==> config.mk <==
export PLATFORM = sky130hd
export DESIGN_NAME = pwm_bufsync_ctrl
export DESIGN_NICKNAME = d
export VERILOG_FILES = /design/src/rtl/pwm_sync_pkg.sv /design/src/rtl/pwm_trig_detect.sv /design/src/rtl/pwm_trig_enable.sv /design/src/rtl/pwm_shadow_regs.sv /design/src/rtl/pwm_counter.sv /design/src/rtl/pwm_bufsync_ctrl.sv
export SDC_FILE = /design/constraint.sdc
export NUM_CORES = 1
export LEC_CHECK = 0
export BUFFER_PORTS_ARGS = -buffer_cell sky130_fd_sc_hd__buf_2
export CAP_MARGIN = 5
export CORE_MARGIN = 3
export CORE_UTILIZATION = 51
export CTS_CLUSTER_SIZE = 14
export DETAILED_ROUTE_END_ITERATION = 10
export PLACE_DENSITY = 0.84
export SLEW_MARGIN = 20
export SYNTH_ARGS = -nofsm -noshare
export SYNTH_HDL_FRONTEND = slang
export SYNTH_HIERARCHICAL = 1
export SYNTH_SLANG_ARGS = --single-unit
==> constraint.sdc <==
create_clock -name clk -period 5.44 [get_ports clk]
set_input_delay 0.544 -clock clk [delete_from_list [all_inputs] [get_ports clk]]
set_output_delay 0.544 -clock clk [all_outputs]
set_load 0.01 [all_outputs]
==> src/rtl/pwm_sync_pkg.sv <==
// Shared address map and control-bit positions of the PWM buffer
// synchronization controller. Assumes at most 8 compare channels.
package pwm_sync_pkg;
    localparam int ADDR_W          = 4;
    localparam int CTRL_MODE_BIT   = 4;
    localparam int CTRL_CVSYNC_BIT = 5;

    typedef enum logic [ADDR_W-1:0] {
        A_CTRL  = 4'd0,
        A_MOD   = 4'd1,
        A_CNTIN = 4'd2,
        A_OMASK = 4'd3,
        A_INV   = 4'd4,
        A_SWO   = 4'd5,
        A_CV0   = 4'd8
    } reg_addr_e;
endpackage

==> src/rtl/pwm_trig_detect.sv <==
// Brings each asynchronous trigger into the clock domain with two flops,
// then flags a rising edge by comparing with the registered previous value.
// Assumes triggers stay high or low for at least one clock.
module pwm_trig_detect #(
    parameter int NUM_TRIG = 3
) (
    input  logic                clk,
    input  logic                rst_n,
    input  logic [NUM_TRIG-1:0] trig_raw,
    output logic [NUM_TRIG-1:0] trig_rise
);
    for (genvar g = 0; g < NUM_TRIG; g++) begin : g_trig
        logic meta_q, sync_q, prev_q;

        // Two-flop synchronizer plus previous-value register for one trigger.
        always_ff @(posedge clk) begin
            if (!rst_n) begin
                meta_q <= 1'b0;
                sync_q <= 1'b0;
                prev_q <= 1'b0;
            end else begin
                meta_q <= trig_raw[g];
                sync_q <= meta_q;
                prev_q <= sync_q;
            end
        end

        assign trig_rise[g] = sync_q & ~prev_q;
    end
endmodule

==> src/rtl/pwm_trig_enable.sv <==
// Holds the trigger enable bits and decides when a synchronization event
// fires. A control write always sets the next enable value. Otherwise, in
// clearing mode, a fired trigger drops its own enable bit.
module pwm_trig_enable #(
    parameter int NUM_TRIG = 3
) (
    input  logic                clk,
    input  logic                rst_n,
    input  logic                ctrl_wr,
    input  logic [NUM_TRIG-1:0] ctrl_bits,
    input  logic                hold_mode,
    input  logic [NUM_TRIG-1:0] trig_rise,
    output logic [NUM_TRIG-1:0] trig_en,
    output logic [NUM_TRIG-1:0] fire_vec,
    output logic                fire,
    output logic                sync_pulse
);
    logic [NUM_TRIG-1:0] en_q;
    logic [NUM_TRIG-1:0] en_d;

    assign fire_vec = trig_rise & en_q;
    assign fire     = |fire_vec;
    assign trig_en  = en_q;

    // Next enable value: the write wins, then self-clear in clearing mode.
    always_comb begin
        en_d = en_q;
        if (ctrl_wr) begin
            en_d = ctrl_bits;
        end else if (!hold_mode) begin
            en_d = en_q & ~fire_vec;
        end
    end

    // Enable register and registered event marker.
    always_ff @(posedge clk) begin
        if (!rst_n) begin
            en_q       <= '0;
            sync_pulse <= 1'b0;
        end else begin
            en_q       <= en_d;
            sync_pulse <= fire;
        end
    end
endmodule

==> src/rtl/pwm_shadow_regs.sv <==
// Write buffers and active copies of the timer settings, plus the control
// flags. Every active register loads at a synchronization event. Compare
// values may also load at a prescaler tick when configured that way.
module pwm_shadow_regs
    import pwm_sync_pkg::*;
#(
    parameter int CNT_W    = 16,
    parameter int NUM_CH   = 2,
    parameter int NUM_TRIG = 3
) (
    input  logic                    clk,
    input  logic                    rst_n,
    input  logic                    wr_en,
    input  logic [ADDR_W-1:0]       wr_addr,
    input  logic [CNT_W-1:0]        wr_data,
    input  logic                    load_all,
    input  logic                    presc_tick,
    output logic                    ctrl_wr,
    output logic [NUM_TRIG-1:0]     ctrl_bits,
    output logic                    hold_mode,
    output logic                    cv_sync_en,
    output logic [CNT_W-1:0]        mod_buf,
    output logic [CNT_W-1:0]        cntin_buf,
    output logic [CNT_W-1:0]        mod_act,
    output logic [CNT_W-1:0]        cntin_act,
    output logic [NUM_CH*CNT_W-1:0] cv_act,
    output logic [NUM_CH-1:0]       omask_act,
    output logic [NUM_CH-1:0]       inv_act,
    output logic [2*NUM_CH-1:0]     swo_act
);
    localparam int SWO_W = 2 * NUM_CH;

    logic [NUM_CH-1:0] omask_buf, inv_buf;
    logic [SWO_W-1:0]  swo_buf;

    assign ctrl_wr   = wr_en && (wr_addr == A_CTRL);
    assign ctrl_bits = wr_data[NUM_TRIG-1:0];

    // Control flags: trigger mode and compare load policy.
    always_ff @(posedge clk) begin
        if (!rst_n) begin
            hold_mode  <= 1'b0;
            cv_sync_en <= 1'b0;
        end else if (ctrl_wr) begin
            hold_mode  <= wr_data[CTRL_MODE_BIT];
            cv_sync_en <= wr_data[CTRL_CVSYNC_BIT];
        end
    end

    // Write buffers of the non-compare settings.
    always_ff @(posedge clk) begin
        if (!rst_n) begin
            mod_buf   <= '0;
            cntin_buf <= '0;
            omask_buf <= '0;
            inv_buf   <= '0;
            swo_buf   <= '0;
        end else if (wr_en) begin
            if (wr_addr == A_MOD)   mod_buf   <= wr_data;
            if (wr_addr == A_CNTIN) cntin_buf <= wr_data;
            if (wr_addr == A_OMASK) omask_buf <= wr_data[NUM_CH-1:0];
            if (wr_addr == A_INV)   inv_buf   <= wr_data[NUM_CH-1:0];
            if (wr_addr == A_SWO)   swo_buf   <= wr_data[SWO_W-1:0];
        end
    end

    // Active copies, loaded only at a synchronization event.
    always_ff @(posedge clk) begin
        if (!rst_n) begin
            mod_act   <= '0;
            cntin_act <= '0;
            omask_act <= '0;
            inv_act   <= '0;
            swo_act   <= '0;
        end else if (load_all) begin
            mod_act   <= mod_buf;
            cntin_act <= cntin_buf;
            omask_act <= omask_buf;
            inv_act   <= inv_buf;
            swo_act   <= swo_buf;
        end
    end

    for (genvar g = 0; g < NUM_CH; g++) begin : g_cv
        logic             wr_cv;
        logic [CNT_W-1:0] cv_buf_q, cv_act_q;

        assign wr_cv = wr_en && wr_addr[3] && (wr_addr[2:0] == 3'(g));

        // Per-channel compare buffer and active value with its load policy.
        always_ff @(posedge clk) begin
            if (!rst_n) begin
                cv_buf_q <= '0;
                cv_act_q <= '0;
            end else begin
                if (wr_cv) cv_buf_q <= wr_data;
                if (load_all || (presc_tick && !cv_sync_en)) cv_act_q <= cv_buf_q;
            end
        end

        assign cv_act[g*CNT_W +: CNT_W] = cv_act_q;
    end
endmodule

==> src/rtl/pwm_counter.sv <==
// Timer counter. It advances on the prescaler tick and wraps from the
// period limit to the initial count. A synchronization event forces it to
// the buffered initial count and takes priority over the tick.
module pwm_counter #(
    parameter int CNT_W = 16
) (
    input  logic             clk,
    input  logic             rst_n,
    input  logic             force_load,
    input  logic [CNT_W-1:0] force_val,
    input  logic             tick,
    input  logic [CNT_W-1:0] limit,
    input  logic [CNT_W-1:0] start,
    output logic [CNT_W-1:0] count
);
    // Counter register with forced load, wrap and increment.
    always_ff @(posedge clk) begin
        if (!rst_n) begin
            count <= '0;
        end else if (force_load) begin
            count <= force_val;
        end else if (tick) begin
            if (count >= limit) count <= start;
            else                count <= count + 1'b1;
        end
    end
endmodule

==> src/rtl/pwm_bufsync_ctrl.sv <==
// Top of the PWM buffer synchronization controller: trigger edge detection,
// enable handling, buffered settings and the timer counter. Assumes
// NUM_CH <= 8, 2*NUM_CH <= CNT_W and NUM_TRIG <= 4.
module pwm_bufsync_ctrl
    import pwm_sync_pkg::*;
#(
    parameter int CNT_W    = 16,
    parameter int NUM_CH   = 2,
    parameter int NUM_TRIG = 3
) (
    input  logic                    clk,
    input  logic                    rst_n,
    input  logic                    wr_en,
    input  logic [ADDR_W-1:0]       wr_addr,
    input  logic [CNT_W-1:0]        wr_data,
    input  logic [NUM_TRIG-1:0]     trig_in,
    input  logic                    presc_tick,
    output logic [CNT_W-1:0]        count,
    output logic                    sync_pulse,
    output logic [NUM_TRIG-1:0]     trig_en,
    output logic [CNT_W-1:0]        mod_act,
    output logic [CNT_W-1:0]        cntin_act,
    output logic [NUM_CH*CNT_W-1:0] cv_act,
    output logic [NUM_CH-1:0]       omask_act,
    output logic [NUM_CH-1:0]       inv_act,
    output logic [2*NUM_CH-1:0]     swo_act
);
    logic [NUM_TRIG-1:0] trig_rise_w, fire_vec_w, ctrl_bits_w;
    logic                fire_w, ctrl_wr_w, hold_mode_w, cv_sync_w;
    logic [CNT_W-1:0]    mod_buf_w, cntin_buf_w;

    pwm_trig_detect #(.NUM_TRIG(NUM_TRIG)) u_detect (
        .clk       (clk),
        .rst_n     (rst_n),
        .trig_raw  (trig_in),
        .trig_rise (trig_rise_w)
    );

    pwm_trig_enable #(.NUM_TRIG(NUM_TRIG)) u_enable (
        .clk        (clk),
        .rst_n      (rst_n),
        .ctrl_wr    (ctrl_wr_w),
        .ctrl_bits  (ctrl_bits_w),
        .hold_mode  (hold_mode_w),
        .trig_rise  (trig_rise_w),
        .trig_en    (trig_en),
        .fire_vec   (fire_vec_w),
        .fire       (fire_w),
        .sync_pulse (sync_pulse)
    );

    pwm_shadow_regs #(.CNT_W(CNT_W), .NUM_CH(NUM_CH), .NUM_TRIG(NUM_TRIG)) u_regs (
        .clk        (clk),
        .rst_n      (rst_n),
        .wr_en      (wr_en),
        .wr_addr    (wr_addr),
        .wr_data    (wr_data),
        .load_all   (fire_w),
        .presc_tick (presc_tick),
        .ctrl_wr    (ctrl_wr_w),
        .ctrl_bits  (ctrl_bits_w),
        .hold_mode  (hold_mode_w),
        .cv_sync_en (cv_sync_w),
        .mod_buf    (mod_buf_w),
        .cntin_buf  (cntin_buf_w),
        .mod_act    (mod_act),
        .cntin_act  (cntin_act),
        .cv_act     (cv_act),
        .omask_act  (omask_act),
        .inv_act    (inv_act),
        .swo_act    (swo_act)
    );

    pwm_counter #(.CNT_W(CNT_W)) u_cnt (
        .clk        (clk),
        .rst_n      (rst_n),
        .force_load (fire_w),
        .force_val  (cntin_buf_w),
        .tick       (presc_tick),
        .limit      (mod_act),
        .start      (cntin_act),
        .count      (count)
    );
endmodule

==> metrics.txt, run 1 <==
Clock Skew=7.98 ps; root buf cell=clkbuf_16; first-pass GRT wire length=29.9 mm; # fillers=1193; P_leak=3.76 nW; Fin. Hold Viols=0; total global-route track usage=0.226; sequential fraction of the synthesis area=0.456; Max-Cap Viols=0; Ys Warns=6; CP endpoint kind=register; post-route minimum period=2550 ps; Setup WS pre-CTS=2930 ps; CP Data Arrival Time=2890 ps; syn avg cell area=9.90 um^2; fmax=393 MHz; CP cell instances=nor2b_1, and2_4, or3_4, inv_1, nand3_1, o22ai_1; dominant synthesized flop cell=dfxtp_1; worst-path fanout max=66; Final Cycle Share=0.468; Max transition margin=0.248; slew at the pin closest to its max-slew limit=1130 ps; Buf/Inv on CP=1; via count=5910; Max VDD drop=0.223 mV; initial antenna violation count=1; Worst R2R Path Depth=6; die height=129 um; CTS Buffer Depth=2; final WL=18.7 mm; vias in the first global route=5784; Critical Path End=u_cnt/count[2]$_SDFFE_PN0P_; EDFF count, synth=0; Register Area=3500 um^2; PnR worst setup slack=2890 ps; CP required=5780 ps; row cnt=44; Syn Inst Count=775; port bufs=118; H-tree levels=4; initial core utilization=0.524; Hold Buf Count CTS=0; I/O Pins=119; RD Place Congestion=0.802; worst hold stages=2; Reg clk slew, reported paths=70 ps; critical path startpoint category=register; post-synth net total=819; pin count of the biggest net entering global routing=84; Synth-to-Final Area Change=15.2%; setup bufs post-CTS=0; status=completed; fin nets=907; mapped cell area=7670 um^2; worst min-delay path category=in -> reg; Initial DRC Count=508; DRC viols=0; TritonCTS Sinks=175; PD cells=289 nW/um^2; final setup violating endpoints=0; final hold slack=328 ps; Pre-antenna DRT Iters=5; WP depth=6; gr ovfl total=0; layout cell share with drive strength beyond 1=0.225; r2r setup slk=2890 ps; Setup TNS=0 ps; FF-to-FF End=u_cnt/count[2]$_SDFFE_PN0P_; post-synth cell types=52; crit-path max cell delay=620 ps; Post-CTS Resized=0; critical setup path kind=reg -> reg; Crit path max-delay family=simple AND/OR/NAND/NOR gates; Critical R2R Launch=u_detect/g_trig[0].sync_q$_SDFF_PN0_; slowest CP cell=or3_4; Die ar.=16600 um^2; overall power=2.56 mW; CTS buffer count=17; Via density=5.57; Final Max Tran Viols=0; clk_lat worst skew=420 ps; Post-DP HPWL=12.3 mm; antenna-violating nets left=0; count of state elements after synthesis=175; Synth async-reset ratio=0; CTS tree=done; Setup crit start=u_detect/g_trig[0].sync_q$_SDFF_PN0_; chip width=129 um; Multi-input gate area=3810 um^2; core box area=14600 um^2; wire length per cell=17.6 um; unrepaired setup endpoints after global routing=false
[routing by layer]
layer	GRT usage	vias up	share of wire
li1	-	2854	-
met1	0.300	2838	0.44
met2	0.357	195	0.47
met3	0.0523	23	0.063
met4	0.0889	0	0.019
met5	0	-	0
[flip-flops by register name (all words and copies together) (netlist names), 2 cells and up]
| name | cells |
|---|---|
| u_cnt/count | 16 |
| u_detect/g_trig.meta_q | 3 |
| u_detect/g_trig.prev_q | 3 |
| u_detect/g_trig.sync_q | 3 |
| u_enable/trig_en | 3 |
| u_regs/cntin_act | 16 |
| u_regs/cntin_buf | 16 |
| u_regs/g_cv.cv_act_q | 32 |
| u_regs/g_cv.cv_buf_q | 32 |
| u_regs/inv_act | 2 |
| u_regs/inv_buf | 2 |
| u_regs/mod_act | 16 |
| u_regs/mod_buf | 16 |
| u_regs/omask_act | 2 |
| u_regs/omask_buf | 2 |
| u_regs/swo_act | 4 |
| u_regs/swo_buf | 4 |
[per-stage QoR]
step	instances	util	cell area [um^2]
6_report	1061	0.604	8840
5_1_grt	1061	0.604	8840
4_1_cts	1059	0.602	8810
3_5_place_dp	1027	0.563	8250
3_3_place_gp	1027	0.563	8250
2_1_floorplan	775	-	7670
[cells by family after synthesis]
| kind of cell | synth area share |
|---|---|
| XOR/XNOR | 0.0170 |
| AO/OA/AOI/OAI | 0.0947 |
| flip-flops | 0.456 |
| multiplexers | 0.168 |
| buffers and inverters | 0.0479 |
| AND/OR/NAND/NOR | 0.188 |
| adder cells (fa/ha/maj) | 0.0277 |
[power by group]
group	internal (mW)	switching (mW)
Combinational	0.0366	0.0671
Sequential	1.29	0.00635
Clock	0.654	0.502
Total	1.98	0.576
[area by class of cell]
class	count	area share
Clock inverter	13	0.0129
Sequential cell	175	0.396
Tap cell	184	0.0260
Inverter	21	0.00891
Clock buffer	19	0.0512
Antenna cell	1	0.000283
Multi-Input combinational cell	525	0.431
Timing Repair Buffer	123	0.0736
[layout by cell type (no fill, tap or decap), types with 4 or more instances in the layout]
master	instances
or3b_2	24
and3_1	14
nand2_1	103
o21ai_0	35
xor2_1	5
and2_1	10
clkbuf_16	17
nor2b_1	43
xnor2_1	8
clkinv_2	4
clkinvlp_4	5
ha_1	17
mux2i_1	129
inv_1	21
nor2_1	6
buf_4	5
or3b_1	8
nand3b_1	5
buf_2	117
nand3_1	9
dfxtp_1	175
a21oi_1	21
a21boi_0	34
o22ai_1	15
[cells in the mapped netlist, drive strengths merged, types with 6 or more instances]
master / instances / share of area
a21boi: 35 / 0.034
a21oi: 21 / 0.014
and2: 13 / 0.012
and3: 15 / 0.013
buf: 18 / 0.020
clkbuf: 36 / 0.018
dfxtp: 175 / 0.46
ha: 17 / 0.028
inv: 21 / 0.010
mux2i: 129 / 0.17
nand2: 104 / 0.052
nand3: 9 / 0.0059
nor2: 6 / 0.0029
nor2b: 44 / 0.036
o21ai: 35 / 0.023
o22ai: 15 / 0.012
or3b: 32 / 0.037
xnor2: 9 / 0.011
[worst min path at each step]
stage,from,to,slack (ps)
final,trig_in[0],u_detect/g_trig[0].meta_q$_SDFF_PN0_,330
after global routing,trig_in[0],u_detect/g_trig[0].meta_q$_SDFF_PN0_,320
after CTS,trig_in[2],u_detect/g_trig[2].meta_q$_SDFF_PN0_,320
after detailed placement,u_detect/g_trig[2].meta_q$_SDFF_PN0_,u_detect/g_trig[2].sync_q$_SDFF_PN0_,440
after global placement,u_detect/g_trig[0].sync_q$_SDFF_PN0_,u_detect/g_trig[0].prev_q$_SDFF_PN0_,440
after floorplan,u_detect/g_trig[0].meta_q$_SDFF_PN0_,u_detect/g_trig[0].sync_q$_SDFF_PN0_,410
No activity file was read; power rests on OpenSTA's default activity.
==> inputs of run 2 (changes only) <==
Clock period 5.44 ns to 2.5 ns, I/O delays scaled along.
==> metrics.txt, run 2 (synthesis gave the netlist of run 1 again) <==
Worst R2R Path Depth=8; status=completed; P_leak=3.86 nW; port bufs=118; Max transition margin=0.364; Critical Path End=u_cnt/count[11]$_SDFFE_PN0P_; final hold slack=28.6 ps; Post-DP HPWL=12.7 mm; setup bufs post-CTS=0; final WL=18.9 mm; hold path start=trig_in[1]; critical setup path kind=reg -> reg; slew at the pin closest to its max-slew limit=954 ps; most frequent cells in the layout=175 x dfxtp_1, 129 x mux2i_1, 117 x buf_2, 103 x nand2_1, 43 x nor2b_1; die height=129 um; chip width=129 um; r2r setup slk=250 ps; final setup violating endpoints=0; initial core utilization=0.524; CTS Buffer Depth=2; worst-path fanout max=17; CTS tree=done; Placed Cells=1036; pin count of the biggest net entering global routing=75; wire length per cell=17.7 um; DRC viols=0; Final Cycle Share=0.901; Synth-to-Final Area Change=17.4%; Hold Buf Count CTS=0; critical path startpoint category=register; Setup crit start=u_cnt/count[0]$_SDFFE_PN0P_; Max-Cap Viols=0; vias in the first global route=5496; Post-CTS Resized=0; crit-path max cell delay=420 ps; antenna cells=0; Critical R2R Launch=u_cnt/count[0]$_SDFFE_PN0P_; H-tree levels=4; total global-route track usage=0.224; FF-to-FF End=u_cnt/count[11]$_SDFFE_PN0P_; Placement Cell Area=8340 um^2; CP required=2860 ps; initial antenna violation count=0; post-route cell area=9010 um^2; row cnt=44; root buf cell=clkbuf_16; Pre-antenna DRT Iters=5; TritonCTS Sinks=175; fin nets=915; PD cells=670 nW/um^2; post-route minimum period=2250 ps; via count=5900; clk_lat worst skew=430 ps; Initial DRC Count=518; Fin. Hold Viols=0; CTS buffer count=17; gr ovfl total=0; fmax=444 MHz; Max VDD drop=0.540 mV; Die ar.=16600 um^2; worst min-delay path category=in -> reg; Setup TNS=0 ps; layout cell share with drive strength beyond 1=0.232; Reg clk slew, reported paths=70 ps; unrepaired setup endpoints after global routing=false; CP endpoint kind=register; Clock Skew=9.89 ps; core box area=14600 um^2; commonest non-fill, non-tap cell in the layout=dfxtp_1; antenna-violating nets left=0; I/O Pins=119; overall power=6.03 mW; CP cell instances=inv_1, ha_1, nand2b_4, a2111oi_4, o32a_2, nand2_4, or3_1, a31oi_1; slowest CP cell=or3_1; Final Max Tran Viols=0; CP Data Arrival Time=2610 ps; RD Place Congestion=0.850; final std cells w/o fill=1068; biggest regs=u_regs/g_cv.cv_act_q: 32 flops, u_regs/g_cv.cv_buf_q: 32 flops; first-pass GRT wire length=29.3 mm; Via density=5.52
[run 2: changes by cell type in the layout (fill, tap and decap cells not counted), moves of 2 or more]
| cell | previous run | this run |
|---|---|---|
| clkinv_2 | 4 | 1 |
| buf_4 | 5 | 12 |
| clkinvlp_4 | 5 | 3 |
| buf_12 | 0 | 2 |
| bufinv_16 | 1 | 5 |
[run 2: final cells by class]
class	instances	area (um^2)
fill	1235	5630
multi-input combinational	525	3810
clock buffer	20	467
tap	184	230
timing repair buffer	131	716
clock inverter	12	204
sequential	175	3500
inverter	21	78.8
[run 2: critical path, delay by kind of cell (launching register included)]
| family | cells | cell delay [ps] |
|---|---|---|
| AND/OR/NAND/NOR | 3 | 760 |
| buffers and inverters | 1 | 80 |
| AO/OA/AOI/OAI | 3 | 710 |
| adder cells (fa/ha/maj) | 1 | 300 |
| flip-flops | 1 | 350 |
[run 2: report_power, final]
part	leakage [nW]	internal (mW)	switching, mW
clock network	0.319	1.86	1.12
registers	1.41	2.81	0.0144
logic	2.13	0.0819	0.147
[run 2: metal layers]
metal | GRT usage | up-vias | share of wire
met3 | 0.0515 | 37 | 0.060
met4 | 0.0920 | 0 | 0.027
met2 | 0.343 | 204 | 0.47
li1 | - | 2853 | -
met5 | 0 | - | 0
met1 | 0.307 | 2806 | 0.45
[run 2: worst min-delay path by stage]
stage	to	slack (ps)	cells after the start
after global placement	u_detect/g_trig[2].sync_q$_SDFF_PN0_	430	1
after global routing	u_detect/g_trig[2].meta_q$_SDFF_PN0_	20	2
after floorplan	u_detect/g_trig[0].meta_q$_SDFF_PN0_	370	1
after detailed placement	u_detect/g_trig[0].sync_q$_SDFF_PN0_	420	1
after CTS	u_detect/g_trig[1].meta_q$_SDFF_PN0_	20	2
final	u_detect/g_trig[1].meta_q$_SDFF_PN0_	30	2
[run 2: metrics by stage]
stage	worst slack, ps	utilization
floorplan	335	-
global placement	365	0.569
detailed placement	310	0.569
CTS	286	0.615
global route	188	0.615
finish	246	0.615
==> inputs of run 3 (changes only) <==
Settings changed: SYNTH_HIERARCHICAL 1 to not set.
==> metrics.txt, run 3 <==
Via density=5.46; vias in the first global route=5790; I/O Pins=119; root buf cell=clkbuf_16; Initial DRC Count=475; PnR worst setup slack=168 ps; antenna cells=0; H-tree levels=4; chip width=127 um; Placed Cells=1116; post-synth net total=901; Register Area=3500 um^2; Final Cycle Share=0.933; CTS tree=done; Die ar.=16100 um^2; setup bufs post-CTS=0; CP Data Arrival Time=2670 ps; Post-DP HPWL=12.7 mm; core box area=14000 um^2; Placement Cell Area=8150 um^2; Ys Warns=0; pin count of the biggest net entering global routing=177; EDFF count, synth=0; DRC viols=0; TritonCTS Sinks=175; most common library cells after synthesis=265 x nand2_1, 175 x dfxtp_1, 123 x a21boi_0; P_leak=3.32 nW; worst-path fanout max=12; row cnt=43; Setup TNS=0 ps; Max-Cap Viols=0; CP required=2830 ps; RD Place Congestion=0.882; Synth-to-Final Area Change=17.8%; Pre-antenna DRT Iters=5; Max VDD drop=0.510 mV; wire length per cell=16.4 um; Critical R2R Launch=u_regs.mod_act[13]$_SDFFE_PN0P_; hold path endpoint=u_detect.g_trig[2].meta_q$_SDFF_PN0_; # fillers=1212; most common cell in the netlist=nand2_1; worst hold stages=2; Syn Inst Count=857; post-route cell area=8750 um^2; initial core utilization=0.529; total global-route track usage=0.234; fmax=429 MHz; Setup WS pre-CTS=239 ps; CTS buffer count=17; critical setup path kind=reg -> reg; Worst R2R Path Depth=7; hold path start=trig_in[2]; slew at the pin closest to its max-slew limit=628 ps; gr ovfl total=0; post-route minimum period=2330 ps; sequential fraction of the synthesis area=0.471; count of state elements after synthesis=175; Clock Skew=5.81 ps; first-pass GRT wire length=29.9 mm; Final Max Tran Viols=0; dominant synthesized flop cell=dfxtp_1; final hold slack=20.2 ps; most frequent cells in the layout=265 x nand2_1, 175 x dfxtp_1, 123 x a21boi_0, 117 x buf_2, 36 x inv_1; final WL=18.8 mm; die height=127 um; biggest regs=u_regs.g_cv.cv_act_q: 32 flops, u_regs.g_cv.cv_buf_q: 32 flops; Post-CTS Resized=0; fin nets=999; Area contributors post-synth=dfxtp_1 47%, nand2_1 13%, a21boi_0 12%; critical path startpoint category=register; final setup violating endpoints=0; area leader, netlist=dfxtp_1; clk_lat worst skew=430 ps; Hold Buf Count CTS=0; top-area cell type share of the netlist area=0.471; Reg clk slew, reported paths=70 ps; worst min-delay path category=in -> reg; status=completed; CTS Buffer Depth=2; antenna-violating nets left=0; initial antenna violation count=1; PD cells=660 nW/um^2; mapped cell area=7430 um^2; Synth async-reset ratio=0; unrepaired setup endpoints after global routing=false; via count=6273; Fin. Hold Viols=0; overall power=5.78 mW; r2r setup slk=170 ps; syn avg cell area=8.67 um^2; Max transition margin=0.581; Multi-input gate area=3580 um^2; CP endpoint kind=register; port bufs=118; Layout Utilization=0.623; commonest non-fill, non-tap cell in the layout=nand2_1; FF-to-FF End=u_cnt.count[0]$_SDFFE_PN0P_; post-synth cell types=51; layout cell share with drive strength beyond 1=0.182; final std cells w/o fill=1148
run 3: cell count changes in the layout (fill, tap and decap cells not counted), sizes merged, moves of 15 or more:
cell    delta
o22ai     -15
inv       +16
a21boi    +89
or3b      -32
mux2i    -105
o21ai     -28
nor2b     -20
nand2    +161
run 3: critical path, cell delays in order (launching register included):
cell	delay, ps
dfxtp_1	360
inv_1	50
ha_1	280
a21o_1	180
a21o_1	200
a2111oi_4	480
nand3_2	350
o221ai_1	330
run 3: worst max path at each step:
stage / startpoint / end / slack, ps / depth (start not counted)
detailed placement: u_regs.mod_act[13]$_SDFFE_PN0P_ / u_cnt.count[12]$_SDFFE_PN0P_ / 240 / 7
global route: u_regs.mod_act[13]$_SDFFE_PN0P_ / u_cnt.count[0]$_SDFFE_PN0P_ / 90 / 7
global placement: u_regs.mod_act[13]$_SDFFE_PN0P_ / u_cnt.count[0]$_SDFFE_PN0P_ / 320 / 7
finish: u_regs.mod_act[13]$_SDFFE_PN0P_ / u_cnt.count[0]$_SDFFE_PN0P_ / 170 / 7
floorplan: u_regs.mod_act[13]$_SDFFE_PN0P_ / u_cnt.count[0]$_SDFFE_PN0P_ / 370 / 8
CTS: u_regs.mod_act[13]$_SDFFE_PN0P_ / u_cnt.count[0]$_SDFFE_PN0P_ / 190 / 7
run 3: metal layers:
| metal | vias up | GRT usage | wire length (um) |
|---|---|---|---|
| li1 | 3052 | - | - |
| met3 | 26 | 0.0674 | 1460 |
| met5 | - | 0 | 7 |
| met1 | 2975 | 0.323 | 8560 |
| met2 | 218 | 0.360 | 8530 |
| met4 | 2 | 0.0669 | 265 |
run 3: layout make-up:
type	instances	area share
sequential	175	0.400
clock inverter	12	0.0177
tap	180	0.0257
multi-input combinational	593	0.409
clock buffer	20	0.0510
inverter	36	0.0154
timing repair buffer	132	0.0812
run 3: kinds of logic after synthesis:
family / share of synthesized area
fa+ha+maj: 0.0286
simple gates: 0.207
flops: 0.471
buf+inv: 0.0485
xor+xnor: 0.0165
mux: 0.0338
compound gates: 0.195
run 3: where the power goes:
| group | total (mW) | leakage [nW] | switching (mW) | internal, mW |
|---|---|---|---|---|
| Combinational | 0.238 | 1.62 | 0.151 | 0.0868 |
| Sequential | 2.83 | 1.41 | 0.0147 | 2.81 |
| Clock | 2.71 | 0.291 | 1.11 | 1.60 |
| Total | 5.78 | 3.32 | 1.28 | 4.50 |
